<file path="src/rtl/ipc_pkg.sv">
package ipc_pkg;
  parameter int unsigned PRIO_W  = 8;
  parameter int unsigned SRC_W   = 24;
  parameter int unsigned OWN_W   = 4;
  parameter int unsigned IPI_SRC = 2;
  localparam int unsigned WORD_W = PRIO_W + SRC_W;

  typedef logic [PRIO_W-1:0] prio_t;
  typedef logic [SRC_W-1:0]  src_t;
  typedef logic [OWN_W-1:0]  own_t;

  localparam prio_t PRIO_NONE = '1;

  typedef enum logic [2:0] {
    OP_NONE, OP_ACCEPT, OP_EOI, OP_CPRIO, OP_IPI, OP_POLL, OP_PRESENT
  } op_e;

  typedef struct packed {
    prio_t cprio;   // current processor priority
    src_t  psrc;    // pending source, 0 = none
    prio_t pprio;   // pending priority
    prio_t iprio;   // IPI priority
    logic  own_v;
    own_t  own;
    logic  irq;
  } pst_t;

  typedef struct packed {
    logic v;
    src_t src;
    own_t own;
  } rej_t;

  typedef struct packed {
    pst_t st;
    rej_t rej;
  } step_t;

  function automatic logic busy(src_t s);
    return s != '0;
  endfunction

  function automatic logic arrival_wins(pst_t s, prio_t p);
    return (p < s.cprio) && !(busy(s.psrc) && (s.pprio <= p));
  endfunction

  function automatic logic [WORD_W-1:0] state_word(pst_t s);
    return {s.cprio, s.psrc};
  endfunction

  function automatic step_t ipi_check(pst_t s);
    step_t r;
    r.st  = s;
    r.rej = '0;
    if (!(busy(s.psrc) && (s.pprio <= s.iprio))) begin
      if (busy(s.psrc) && s.own_v) begin
        r.rej.v   = 1'b1;
        r.rej.src = s.psrc;
        r.rej.own = s.own;
      end
      r.st.psrc  = src_t'(IPI_SRC);
      r.st.pprio = s.iprio;
      r.st.own_v = 1'b0;
      r.st.own   = '0;
      r.st.irq   = 1'b1;
    end
    return r;
  endfunction

  function automatic step_t resend_prep(pst_t s);
    step_t r;
    r.st  = s;
    r.rej = '0;
    if (s.iprio < s.cprio) r = ipi_check(s);
    return r;
  endfunction
endpackage

</file>
<file path="src/rtl/ipc_cmd_sel.sv">
module ipc_cmd_sel
  import ipc_pkg::*;
(
  input  logic accept_req,
  input  logic eoi_req,
  input  logic cur_prio_we,
  input  logic ipi_we,
  input  logic poll_req,
  input  logic pres_valid,
  output op_e  op
);
  always_comb begin
    if      (accept_req)  op = OP_ACCEPT;
    else if (eoi_req)     op = OP_EOI;
    else if (cur_prio_we) op = OP_CPRIO;
    else if (ipi_we)      op = OP_IPI;
    else if (poll_req)    op = OP_POLL;
    else if (pres_valid)  op = OP_PRESENT;
    else                  op = OP_NONE;
  end
endmodule

</file>
<file path="src/rtl/ipc_engine.sv">
module ipc_engine
  import ipc_pkg::*;
(
  input  op_e                op,
  input  pst_t               cur,
  input  src_t               pres_src,
  input  prio_t              pres_prio,
  input  own_t               pres_owner,
  input  prio_t              cur_prio_val,
  input  prio_t              ipi_val,
  input  logic [WORD_W-1:0]  eoi_word,
  output pst_t               nxt,
  output rej_t               rej,
  output logic               eoi_v,
  output src_t               eoi_s,
  output logic               resend,
  output logic               rd_v,
  output logic [WORD_W-1:0]  rd_w,
  output prio_t              rd_i
);
  pst_t  tmp;
  step_t stp;

  always_comb begin
    nxt    = cur;
    rej    = '0;
    eoi_v  = 1'b0;
    eoi_s  = '0;
    resend = 1'b0;
    rd_v   = 1'b0;
    rd_w   = '0;
    rd_i   = '0;
    tmp    = cur;
    stp    = '0;
    case (op)
      OP_PRESENT: begin
        if (arrival_wins(cur, pres_prio)) begin
          if (busy(cur.psrc) && cur.own_v) rej = '{1'b1, cur.psrc, cur.own};
          nxt.psrc  = pres_src;
          nxt.pprio = pres_prio;
          nxt.own_v = 1'b1;
          nxt.own   = pres_owner;
          nxt.irq   = 1'b1;
        end else begin
          rej = '{1'b1, pres_src, pres_owner};
        end
      end
      OP_IPI: begin
        tmp.iprio = ipi_val;
        nxt = tmp;
        if (ipi_val < cur.cprio) begin
          stp = ipi_check(tmp);
          nxt = stp.st;
          rej = stp.rej;
        end
      end
      OP_CPRIO: begin
        tmp.cprio = cur_prio_val;
        nxt = tmp;
        if (cur_prio_val < cur.cprio) begin
          if (busy(cur.psrc) && (cur_prio_val <= cur.pprio)) begin
            if (cur.own_v) rej = '{1'b1, cur.psrc, cur.own};
            nxt.psrc  = '0;
            nxt.pprio = PRIO_NONE;
            nxt.own_v = 1'b0;
            nxt.own   = '0;
            nxt.irq   = 1'b0;
          end
        end else if (!busy(cur.psrc)) begin
          stp    = resend_prep(tmp);
          nxt    = stp.st;
          rej    = stp.rej;
          resend = 1'b1;
        end
      end
      OP_ACCEPT: begin
        rd_v      = 1'b1;
        rd_w      = state_word(cur);
        rd_i      = cur.iprio;
        nxt.cprio = cur.pprio;
        nxt.psrc  = '0;
        nxt.pprio = PRIO_NONE;
        nxt.own_v = 1'b0;
        nxt.own   = '0;
        nxt.irq   = 1'b0;
      end
      OP_EOI: begin
        tmp.cprio = eoi_word[WORD_W-1:SRC_W];
        nxt   = tmp;
        eoi_v = 1'b1;
        eoi_s = eoi_word[SRC_W-1:0];
        if (!busy(cur.psrc)) begin
          stp    = resend_prep(tmp);
          nxt    = stp.st;
          rej    = stp.rej;
          resend = 1'b1;
        end
      end
      OP_POLL: begin
        rd_v = 1'b1;
        rd_w = state_word(cur);
        rd_i = cur.iprio;
      end
      default: ;
    endcase
  end
endmodule

</file>
<file path="src/rtl/irq_present_ctrl.sv">
module irq_present_ctrl
  import ipc_pkg::*;
(
  input  logic                       clk,
  input  logic                       rst_n,
  input  logic                       pres_valid,
  input  logic [SRC_W-1:0]           pres_src,
  input  logic [PRIO_W-1:0]          pres_prio,
  input  logic [OWN_W-1:0]           pres_owner,
  input  logic                       cur_prio_we,
  input  logic [PRIO_W-1:0]          cur_prio_val,
  input  logic                       ipi_we,
  input  logic [PRIO_W-1:0]          ipi_val,
  input  logic                       accept_req,
  input  logic                       eoi_req,
  input  logic [PRIO_W+SRC_W-1:0]    eoi_word,
  input  logic                       poll_req,
  output logic                       irq_out,
  output logic                       rd_valid,
  output logic [PRIO_W+SRC_W-1:0]    rd_word,
  output logic [PRIO_W-1:0]          rd_ipi,
  output logic                       rej_valid,
  output logic [SRC_W-1:0]           rej_src,
  output logic [OWN_W-1:0]           rej_owner,
  output logic                       eoi_valid,
  output logic [SRC_W-1:0]           eoi_src,
  output logic                       resend_pulse
);
  op_e                sel_op;
  pst_t               st_q, st_d;
  rej_t               rej_d, rej_q;
  logic               eoi_v_d, eoi_v_q;
  src_t               eoi_s_d, eoi_s_q;
  logic               resend_d, resend_q;
  logic               rd_v_d, rd_v_q;
  logic [WORD_W-1:0]  rd_w_d, rd_w_q;
  prio_t              rd_i_d, rd_i_q;

  // named views of the state for the checker
  prio_t cur_cprio, cur_pprio;
  src_t  cur_psrc;
  assign cur_cprio = st_q.cprio;
  assign cur_pprio = st_q.pprio;
  assign cur_psrc  = st_q.psrc;

  ipc_cmd_sel u_sel (
    .accept_req (accept_req),
    .eoi_req    (eoi_req),
    .cur_prio_we(cur_prio_we),
    .ipi_we     (ipi_we),
    .poll_req   (poll_req),
    .pres_valid (pres_valid),
    .op         (sel_op)
  );

  ipc_engine u_eng (
    .op          (sel_op),
    .cur         (st_q),
    .pres_src    (pres_src),
    .pres_prio   (pres_prio),
    .pres_owner  (pres_owner),
    .cur_prio_val(cur_prio_val),
    .ipi_val     (ipi_val),
    .eoi_word    (eoi_word),
    .nxt         (st_d),
    .rej         (rej_d),
    .eoi_v       (eoi_v_d),
    .eoi_s       (eoi_s_d),
    .resend      (resend_d),
    .rd_v        (rd_v_d),
    .rd_w        (rd_w_d),
    .rd_i        (rd_i_d)
  );

  always_ff @(posedge clk) begin
    if (!rst_n) begin
      st_q.cprio <= '0;
      st_q.psrc  <= '0;
      st_q.pprio <= PRIO_NONE;
      st_q.iprio <= PRIO_NONE;
      st_q.own_v <= 1'b0;
      st_q.own   <= '0;
      st_q.irq   <= 1'b0;
      rej_q      <= '0;
      eoi_v_q    <= 1'b0;
      eoi_s_q    <= '0;
      resend_q   <= 1'b0;
      rd_v_q     <= 1'b0;
      rd_w_q     <= '0;
      rd_i_q     <= '0;
    end else begin
      st_q     <= st_d;
      rej_q    <= rej_d;
      eoi_v_q  <= eoi_v_d;
      eoi_s_q  <= eoi_s_d;
      resend_q <= resend_d;
      rd_v_q   <= rd_v_d;
      rd_w_q   <= rd_w_d;
      rd_i_q   <= rd_i_d;
    end
  end

  assign irq_out      = st_q.irq;
  assign rd_valid     = rd_v_q;
  assign rd_word      = rd_w_q;
  assign rd_ipi       = rd_i_q;
  assign rej_valid    = rej_q.v;
  assign rej_src      = rej_q.src;
  assign rej_owner    = rej_q.own;
  assign eoi_valid    = eoi_v_q;
  assign eoi_src      = eoi_s_q;
  assign resend_pulse = resend_q;
endmodule

</file>
<file path="config.mk">
export PLATFORM = sky130hd
export DESIGN_NAME = irq_present_ctrl
export DESIGN_NICKNAME = d
export VERILOG_FILES = /design/src/rtl/ipc_pkg.sv /design/src/rtl/ipc_cmd_sel.sv /design/src/rtl/ipc_engine.sv /design/src/rtl/irq_present_ctrl.sv
export SDC_FILE = /design/constraint.sdc
export NUM_CORES = 1
export LEC_CHECK = 0
export BUFFER_PORTS_ARGS = -buffer_cell sky130_fd_sc_hd__buf_4
export CAP_MARGIN = 0
export CORE_MARGIN = 1
export CORE_UTILIZATION = 49
export DETAILED_ROUTE_END_ITERATION = 10
export HOLD_SLACK_MARGIN = 0.12
export PLACE_DENSITY = 0.86
export REMOVE_ABC_BUFFERS = 1
export SYNTH_ARGS = -nofsm -noshare
export SYNTH_HDL_FRONTEND = slang
export SYNTH_HIERARCHICAL = 1
export SYNTH_SLANG_ARGS = --single-unit
export TNS_END_PERCENT = 1
</file>
<file path="constraint.sdc">
create_clock -name clk -period 3.1 [get_ports clk]
set_clock_uncertainty 0.15 [all_clocks]
set_input_delay 0.155 -clock clk [delete_from_list [all_inputs] [get_ports clk]]
set_output_delay 0.155 -clock clk [all_outputs]
set_load 0.05 [all_outputs]
</file>
==> flow_summary.ini, run 1 <==
[run_status]
outcome = finished with violations
violations = negative setup slack

[worst_hold_path]
worstHoldPathCells = 6
hold_path.class = in -> reg
hold_end = cur_cprio[7]
min_from = eoi_word[31]

[route]
ant_nets = 0
drt_iter0_drc = 723
vias = 7519
drt_pass1_iterations = 5
routed_via_density = 5.55
drc = 0
drt_wl_total_um = 24600
avgRoutedWirePerCell_um = 18.1

[finish]
syn_to_final_growth_pct = 41.4
final_cell_mix = 235 x buf_4, 195 x and2_1, 145 x dfxtp_1
final_cell_area_um2 = 11000
layout_commonest_cell = buf_4
drive_above_1_share = 0.277
nets = 1281
diodes = 0

[yosys]
syn_inst = 852
synthDistinctLibCells = 67
yosys.area.top_type = dfxtp_1
yosys_warnings = 6
yosys_register_bits = 150
synth.avg_cell_area_um2 = 9.13
synth_flop_cell = dfxtp_1
syn_area_um2 = 7780
yosysSeqAreaShare = 0.386
ys_top_cells_by_area = dfxtp_1 39%, and2_1 16%, ha_1 9.5%
synth_edf_count = 0
async_flop_share = 0
synth_top_area_frac = 0.386

[power]
irDropWorstVdd_mv = 0.465
power.density_nw_per_um2 = 481
p_sw_uw = 1540
swShare = 0.291
intPower_uw = 3750
power_frac_comb = 0.210
clkPwrFrac = 0.410
power.leakage_uw = 0.00519
p_seq_frac = 0.380

[timing]
max_slew_margin = 0.475
worstMarginPinSlew_ns = 0.784
final_max_slew_viol_count = 0
finalHoldViolCount = 0
min_period_ns = 3.26
rsz0062_at_grt = true
setup_ws_ns = -0.158
min_period_over_period = 1.05
max_freq_ghz = 0.307
finalSetupViolCount = 28

[global_routing]
grt_use_total = 0.297
grt_pass1_vias = 7403
grt-ovfl-total = 0
grt_pass1_wl_um = 37600
grt_start_max_net_pins = 151
antenna_found_initial = 0

[clock_tree]
cts.sinks = 150
cts_max_level = 4
cts_buffers = 17
clkTransAtPathRegs_ns = 0.07
insertion_delay_ns = 0.43
cts_tree = done
root_buffer = clkbuf_16
clockBufferDepth = 2

[critical_path]
critPathRequiredTime_ns = 3.28
ff2ff_path_depth = 12
r2r_slack_ns = -0.16
cp.arrival_ns = 3.43
endpoint_kind = flop
r2r_start = cur_pprio[2]
worst-setup-path-type = reg -> reg
critPathMaxFanout = 7
start_kind = flop
rr_endpoint = cur_psrc[21]

[place]
finalWeightedCongestion = 0.945
io_buffers = 188
dpl_worst_slack_ns = -0.188
dpl_cell_area_um2 = 9520
dp_hpwl_um = 15500

[floorplan]
rows = 45
die_area_um2 = 16400
io_pins = 189
dieWidth_um = 128
start_util = 0.506
coreArea_um2 = 15400
die_h_um = 128

[job]
cap_violations = 0
final cells by class:
class	instances	area, µm²
clock buffers	18	439
inverters	60	225
multi-input cells	594	4310
repair buffers	307	2570
clock inverters	14	175
fillers	1141	4380
well taps	211	264
flip-flops and latches	150	3010
logic make-up (layout without fill, tap and decap cells):
| family | after synthesis | after routing | synth area share |
|---|---|---|---|
| AO/OA/AOI/OAI | 181 | 181 | 0.176 |
| flip-flops | 150 | 150 | 0.386 |
| buffers and inverters | 108 | 399 | 0.0740 |
| adder cells (fa/ha/maj) | 59 | 59 | 0.0949 |
| AND/OR/NAND/NOR | 346 | 346 | 0.259 |
| multiplexers | 8 | 8 | 0.0103 |
synth_stat cells, types with 12 or more instances:
cell      instances
and2_1          199
nor2_1           24
clkbuf_1         19
nor4_1           15
o21ai_0          28
inv_1            59
a22o_1           55
a21oi_1          25
buf_6            12
nand2b_1         21
ha_1             59
nor3_1           21
dfxtp_1         150
nand2_1          35
a211oi_1         14
metal layers:
metal | vias to the layer above | track usage | wire, µm
met5 | - | 0 | 0
met2 | 443 | 0.508 | 11700
met3 | 91 | 0.0593 | 1860
met4 | 0 | 0.153 | 1030
li1 | 3510 | - | -
met1 | 3475 | 0.353 | 9960
metrics by stage:
stage / std cells / util / hold slack [ns] / TNS, ns / total power [µW]
after floorplan: 804 / - / 0.0780 / -37.67 / 2550
after global placement: 1251 / 0.620 / 0.311 / -3.35 / 2950
after detailed placement: 1251 / 0.620 / 0.320 / -4.40 / 2970
after CTS: 1352 / 0.711 / 0.130 / -4.27 / 5250
after global routing: 1354 / 0.715 / 0.154 / -4.00 / 5470
final: 1354 / 0.715 / 0.136 / -3.35 / 5290
power by group through the flow:
stage               combinational, µW  clock, µW  sequential (µW)
global placement                  905          0             2050
floorplan                         433          0             2120
CTS                              1060       2180             2010
global route                     1190       2270             2010
finish                           1110       2170             2010
detailed placement                926          0             2050
worst max-delay path: stages (launching register included):
cell	delay (ns)
dfxtp_2	0.33
inv_2	0.05
ha_4	0.24
and3_4	0.18
a221o_1	0.30
a221o_1	0.35
a221o_1	0.34
a31o_1	0.20
a2111o_1	0.35
buf_6	0.16
buf_16	0.13
a22o_1	0.20
and2_4	0.17
registers in the layout, summed over array words and instances (netlist names), 4 cells and up:
register and flops:
cur_cprio 8, cur_pprio 8, cur_psrc 24, eoi_src 24
rd_ipi 8, rd_word 32, rej_owner 4, rej_src 24
st_q 13
how the worst max path moves through the flow:
stage / from / endpoint / slack (ns)
6_report: cur_pprio[2] / cur_psrc[21] / -0.16
5_1_grt: cur_pprio[2] / cur_psrc[21] / -0.17
4_1_cts: cur_pprio[2] / cur_psrc[16] / -0.19
3_5_place_dp: cur_pprio[2] / st_q[3] / -0.19
3_3_place_gp: cur_pprio[2] / cur_psrc[15] / -0.12
2_1_floorplan: eoi_req / irq_out / -0.84
what timing repair did:
action / in CTS / in global routing
endpoints found under the hold margin: 98 / 0
gates cloned: 2 / 0
hold buffers: 64 / 0
resized for setup: 14 / 13
buffers inserted: 3 / 2
pin swaps: 13 / 5
endpoints found under the setup margin: 28 / 64
Power figures use the tool's default switching activity.
==> inputs of run 2 (changes only) <==
RECOVER_POWER = 50   (was unset)
SETUP_SLACK_MARGIN = 0.05   (was unset)
clock period = 2.9 ns   (was 3.1 ns; I/O delays follow)
==> run 2 against run 1 <==
Effect of this change: register-to-register slack worse by 0.31 ns; critical path type unchanged; worst hold slack about the same; sequential cell count did not move; critical path depth is the same; highest routed layer unchanged; via count is 2.1% higher; total power increased by 6.9%; clock power up 4%; non-clock buffer count grew 34; count of clock-buffer cells in the layout unchanged; final cell count rose by 2.5%; maximum frequency fell by 3.4%; design area fell by 0.20%; the run still ends with negative setup slack left.
==> flow_summary.ini, run 2 (synthesis gave the netlist of run 1 again) <==
[worst_hold_path]
hold_path.class = in -> reg
hold_end = cur_cprio[7]
worstHoldPathCells = 6
min_from = eoi_word[31]

[clock_tree]
root_buffer = clkbuf_16
insertion_delay_ns = 0.43
cts_buffers = 17
clkTransAtPathRegs_ns = 0.07
cts_max_level = 4
cts_tree = done
cts.sinks = 150
clockBufferDepth = 2

[global_routing]
grt-ovfl-total = 0
antenna_found_initial = 0
grt_use_total = 0.311
grt_pass1_wl_um = 39000
grt_pass1_vias = 7582
grt_start_max_net_pins = 97

[timing]
setup_ws_ns = -0.472
finalHoldViolCount = 0
min_period_ns = 3.37
max_freq_ghz = 0.297
final_max_slew_viol_count = 0
max_slew_margin = 0.197
rsz0062_at_grt = true
worstMarginPinSlew_ns = 1.20
min_period_over_period = 1.16
finalSetupViolCount = 55
finalSetupTns_ns = -13.09

[critical_path]
ff2ff_path_depth = 12
r2r_slack_ns = -0.47
critPathMaxFanout = 13
endpoint_kind = flop
rr_endpoint = cur_psrc[21]
cp-startpoint = cur_pprio[2]
r2r_start = cur_pprio[2]
start_kind = flop
worst-setup-path-type = reg -> reg
cp.arrival_ns = 3.54
critPathRequiredTime_ns = 3.07

[floorplan]
dieWidth_um = 128
coreArea_um2 = 15400
rows = 45
start_util = 0.506
die_h_um = 128
io_pins = 189
die_area_um2 = 16400

[place]
finalWeightedCongestion = 0.947
io_buffers = 188
dp_hpwl_um = 16100

[finish]
nets = 1315
final_cell_mix = 196 x and2_1, 177 x buf_4, 146 x dfxtp_1
drive_above_1_share = 0.226
largest_register_ffs = 32
syn_to_final_growth_pct = 41.1
layout_commonest_cell = and2_1
diodes = 0

[run_status]
violations = negative setup slack
outcome = finished with violations

[power]
irDropWorstVdd_mv = 0.427
clkPwrFrac = 0.401
p_seq_frac = 0.379
power.leakage_uw = 0.00498
p_sw_uw = 1700
intPower_uw = 3950
finalPower_uw = 5650
swShare = 0.301
power.density_nw_per_um2 = 515
power_frac_comb = 0.221

[job]
cap_violations = 0

[route]
ant_nets = 0
avgRoutedWirePerCell_um = 18.4
drt_iter0_drc = 721
drc = 0
drt_wl_total_um = 25500
vias = 7678
routed_via_density = 5.53
drt_pass1_iterations = 7
-- run 2: cell types whose count changed in the layout (fill, tap and decap cells not counted), sizes merged --
cell and delta:
buf -59, clkinvlp -1, clkinv +2, clkbuf +91
dlygate4sd3 +1, bufinv -1, bufbuf +1
-- run 2: worst max-delay path, stage by stage, from the launching register on --
cell	delay (ns)
dfxtp_2	0.33
inv_2	0.05
ha_4	0.22
a21o_1	0.17
a221o_1	0.34
a221o_1	0.32
a221o_1	0.38
a31o_1	0.20
a2111o_1	0.43
buf_12	0.17
buf_16	0.14
a22o_1	0.18
and2_1	0.16
-- run 2: worst max path at each step --
| stage | slack, ns | cells after the start | to |
|---|---|---|---|
| floorplan | -1.03 | 7 | irq_out |
| global placement | -0.32 | 11 | cur_psrc[13] |
| detailed placement | -0.42 | 11 | cur_psrc[11] |
| CTS | -0.41 | 12 | cur_psrc[17] |
| global route | -0.50 | 12 | cur_psrc[0] |
| finish | -0.47 | 12 | cur_psrc[21] |
-- run 2: final cells by class --
| type | instances | area, µm² |
|---|---|---|
| flip-flops and latches | 150 | 3010 |
| clock inverters | 14 | 158 |
| clock buffers | 18 | 439 |
| inverters | 60 | 225 |
| well taps | 211 | 264 |
| fillers | 1190 | 4400 |
| multi-input cells | 594 | 4390 |
| repair buffers | 341 | 2490 |
-- run 2: metal layers --
layer	global-route usage	vias to the layer above	wire [µm]	share of wire
met5	0	-	0	0
met3	0.0622	85	2060	0.081
met4	0.165	0	1040	0.041
met2	0.531	420	12100	0.48
li1	-	3588	-	-
met1	0.367	3585	10300	0.40
-- run 2: timing repair --
item	CTS	global route
gates cloned	2	0
resized for setup	26	10
setup buffers	2	0
endpoints found under the hold margin	95	0
hold buffers	65	0
pin swaps	12	3
endpoints found under the setup margin	65	64
-- run 2: power groups by stage --
stage                     Sequential, µW  Clock (µW)  Combinational [µW]
after detailed placement            2180           0                1040
after CTS                           2140        2280                1210
final                               2140        2260                1250
after global placement              2180           0                1020
after floorplan                     2270           0                 462
after global routing                2140        2380                1330
-- run 2: metrics by stage --
step           area [µm²]  setup WS (ns)  instances   util  hold slack [ns]
2_1_floorplan        7430          -1.03        804      -           0.0680
3_3_place_gp         9790         -0.324       1287  0.637            0.300
3_5_place_dp         9790         -0.423       1287  0.637            0.307
4_1_cts             11300         -0.409       1388  0.733            0.129
5_1_grt             11000         -0.502       1388  0.714            0.178
6_report            11000         -0.472       1388  0.714            0.136
==> inputs of run 3 (changes only) <==
PLACE_DENSITY = 0.81   (was 0.86)
SKIP_CTS_REPAIR_TIMING = 1   (was unset)
SLEW_MARGIN = 20   (was unset)
==> run 3 against run 2 <==
Effect of this change: the flow still finishes with violations (negative setup slack); count of clock-buffer cells in the layout is 1 lower; non-clock buffer count is 4 higher; worst setup slack gained 0.068 ns; die area is the same; first-iteration DRC count grew 9.3%; total power decreased by 2.8%; sequential cell count stayed put; sequential power about the same; via count down 0.78%; largest power group unchanged.
==> flow_summary.ini, run 3 (synthesis gave the netlist of run 1 again) <==
[clock_tree]
cts.sinks = 150
clkTransAtPathRegs_ns = 0.07
root_buffer = clkbuf_16
cts_buffers = 17
cts_tree = done
cts_max_level = 4
clockBufferDepth = 2
insertion_delay_ns = 0.43

[timing]
rsz0062_at_grt = true
finalSetupTns_ns = -16.41
finalHoldViolCount = 0
min_period_ns = 3.30
max_slew_margin = 0.547
max_freq_ghz = 0.303
setup_ws_ns = -0.404
min_period_over_period = 1.14
final_max_slew_viol_count = 0
worstMarginPinSlew_ns = 0.674
finalSetupViolCount = 64

[global_routing]
antenna_found_initial = 1
grt_pass1_wl_um = 32900
grt-ovfl-total = 0
grt_use_total = 0.263
grt_pass1_vias = 6587
grt_start_max_net_pins = 106

[route]
drt_pass1_iterations = 5
drt_wl_total_um = 24500
avgRoutedWirePerCell_um = 17.6
routed_via_density = 5.47
vias = 7618
ant_nets = 0
drc = 0
drt_iter0_drc = 788

[finish]
syn_to_final_growth_pct = 39.9
drive_above_1_share = 0.220
largest_register_ffs = 32
nets = 1319
fillers = 1255
layout_commonest_cell = and2_1
final_cell_mix = 199 x and2_1, 181 x buf_4, 146 x dfxtp_1

[floorplan]
dieWidth_um = 128
start_util = 0.506
die_h_um = 128
die_area_um2 = 16400
rows = 45
coreArea_um2 = 15400
io_pins = 189

[power]
p_sw_uw = 1690
finalPower_uw = 5490
power.density_nw_per_um2 = 505
intPower_uw = 3810
power_frac_comb = 0.214
p_seq_frac = 0.390
swShare = 0.307
power.leakage_uw = 0.00497
irDropWorstVdd_mv = 0.452
clkPwrFrac = 0.396

[place]
finalWeightedCongestion = 0.918
dp_hpwl_um = 15900
io_buffers = 188

[critical_path]
endpoint_kind = flop
cp-endpoint = cur_psrc[23]
r2r_start = cur_pprio[3]
rr_endpoint = cur_psrc[23]
cp-startpoint = cur_pprio[3]
cp.arrival_ns = 3.48
critPathMaxFanout = 7
worst-setup-path-type = reg -> reg
critPathRequiredTime_ns = 3.08
r2r_slack_ns = -0.40
start_kind = flop
ff2ff_path_depth = 11

[run_status]
outcome = finished with violations
violations = negative setup slack

[job]
cap_violations = 0

[worst_hold_path]
hold_path.class = in -> reg
worstHoldPathCells = 6
## run 3: final cells by class
cell class / count / area (µm²) / share of cell area
multi-input combinational: 594 / 4310 / 0.396
clock inverter: 15 / 158 / 0.0145
tap: 211 / 264 / 0.0243
clock buffer: 17 / 425 / 0.0391
timing repair buffer: 345 / 2490 / 0.229
antenna: 1 / 2.50 / 0.000230
inverter: 60 / 225 / 0.0207
sequential: 150 / 3010 / 0.276
## run 3: stage by stage
stage | std cells | instance area (µm²) | hold WS (ns) | util | setup WS (ns)
3_5_place_dp | 1288 | 9790 | 0.307 | 0.637 | -0.386
5_1_grt | 1393 | 10900 | 0.135 | 0.708 | -0.437
2_1_floorplan | 804 | 7430 | 0.0680 | - | -1.03
3_3_place_gp | 1288 | 9790 | 0.303 | 0.637 | -0.317
6_report | 1393 | 10900 | 0.104 | 0.708 | -0.404
4_1_cts | 1320 | 10400 | -0.152 | 0.675 | -0.412
## run 3: how the worst min path moves through the flow
stage                            start           end  slack [ns]
after CTS                 eoi_word[13]   eoi_src[13]       -0.15
final                     eoi_word[30]  cur_cprio[6]        0.10
after global placement    eoi_word[15]   eoi_src[15]        0.30
after detailed placement  eoi_word[13]   eoi_src[13]        0.31
after floorplan                  rst_n      st_q[10]        0.07
after global routing      eoi_word[30]  cur_cprio[6]        0.13
## run 3: power groups by stage
stage               Combinational, µW  Sequential (µW)  Clock [µW]
finish                           1180             2140        2170
detailed placement               1020             2190           0
global placement                  999             2180           0
global route                     1260             2150        2300
CTS                              1030             2140        2200
floorplan                         462             2270           0
## run 3: critical path, stage by stage (launching register included)
cell and delay, ns:
dfxtp_2 0.34, inv_2 0.05, ha_4 0.21, and3_4 0.17
a221o_1 0.30, a221o_1 0.31, a221o_1 0.37, a31o_1 0.19
a2111o_2 0.53, clkbuf_16 0.21, a22o_1 0.19, and2_1 0.17
## run 3: routing by layer
metal / part of all wire / GRT usage / vias up
met5: 0 / 0 / -
met4: 0.029 / 0.107 / 0
met3: 0.081 / 0.0659 / 66
met2: 0.48 / 0.439 / 378
met1: 0.41 / 0.324 / 3572
li1: - / - / 3602
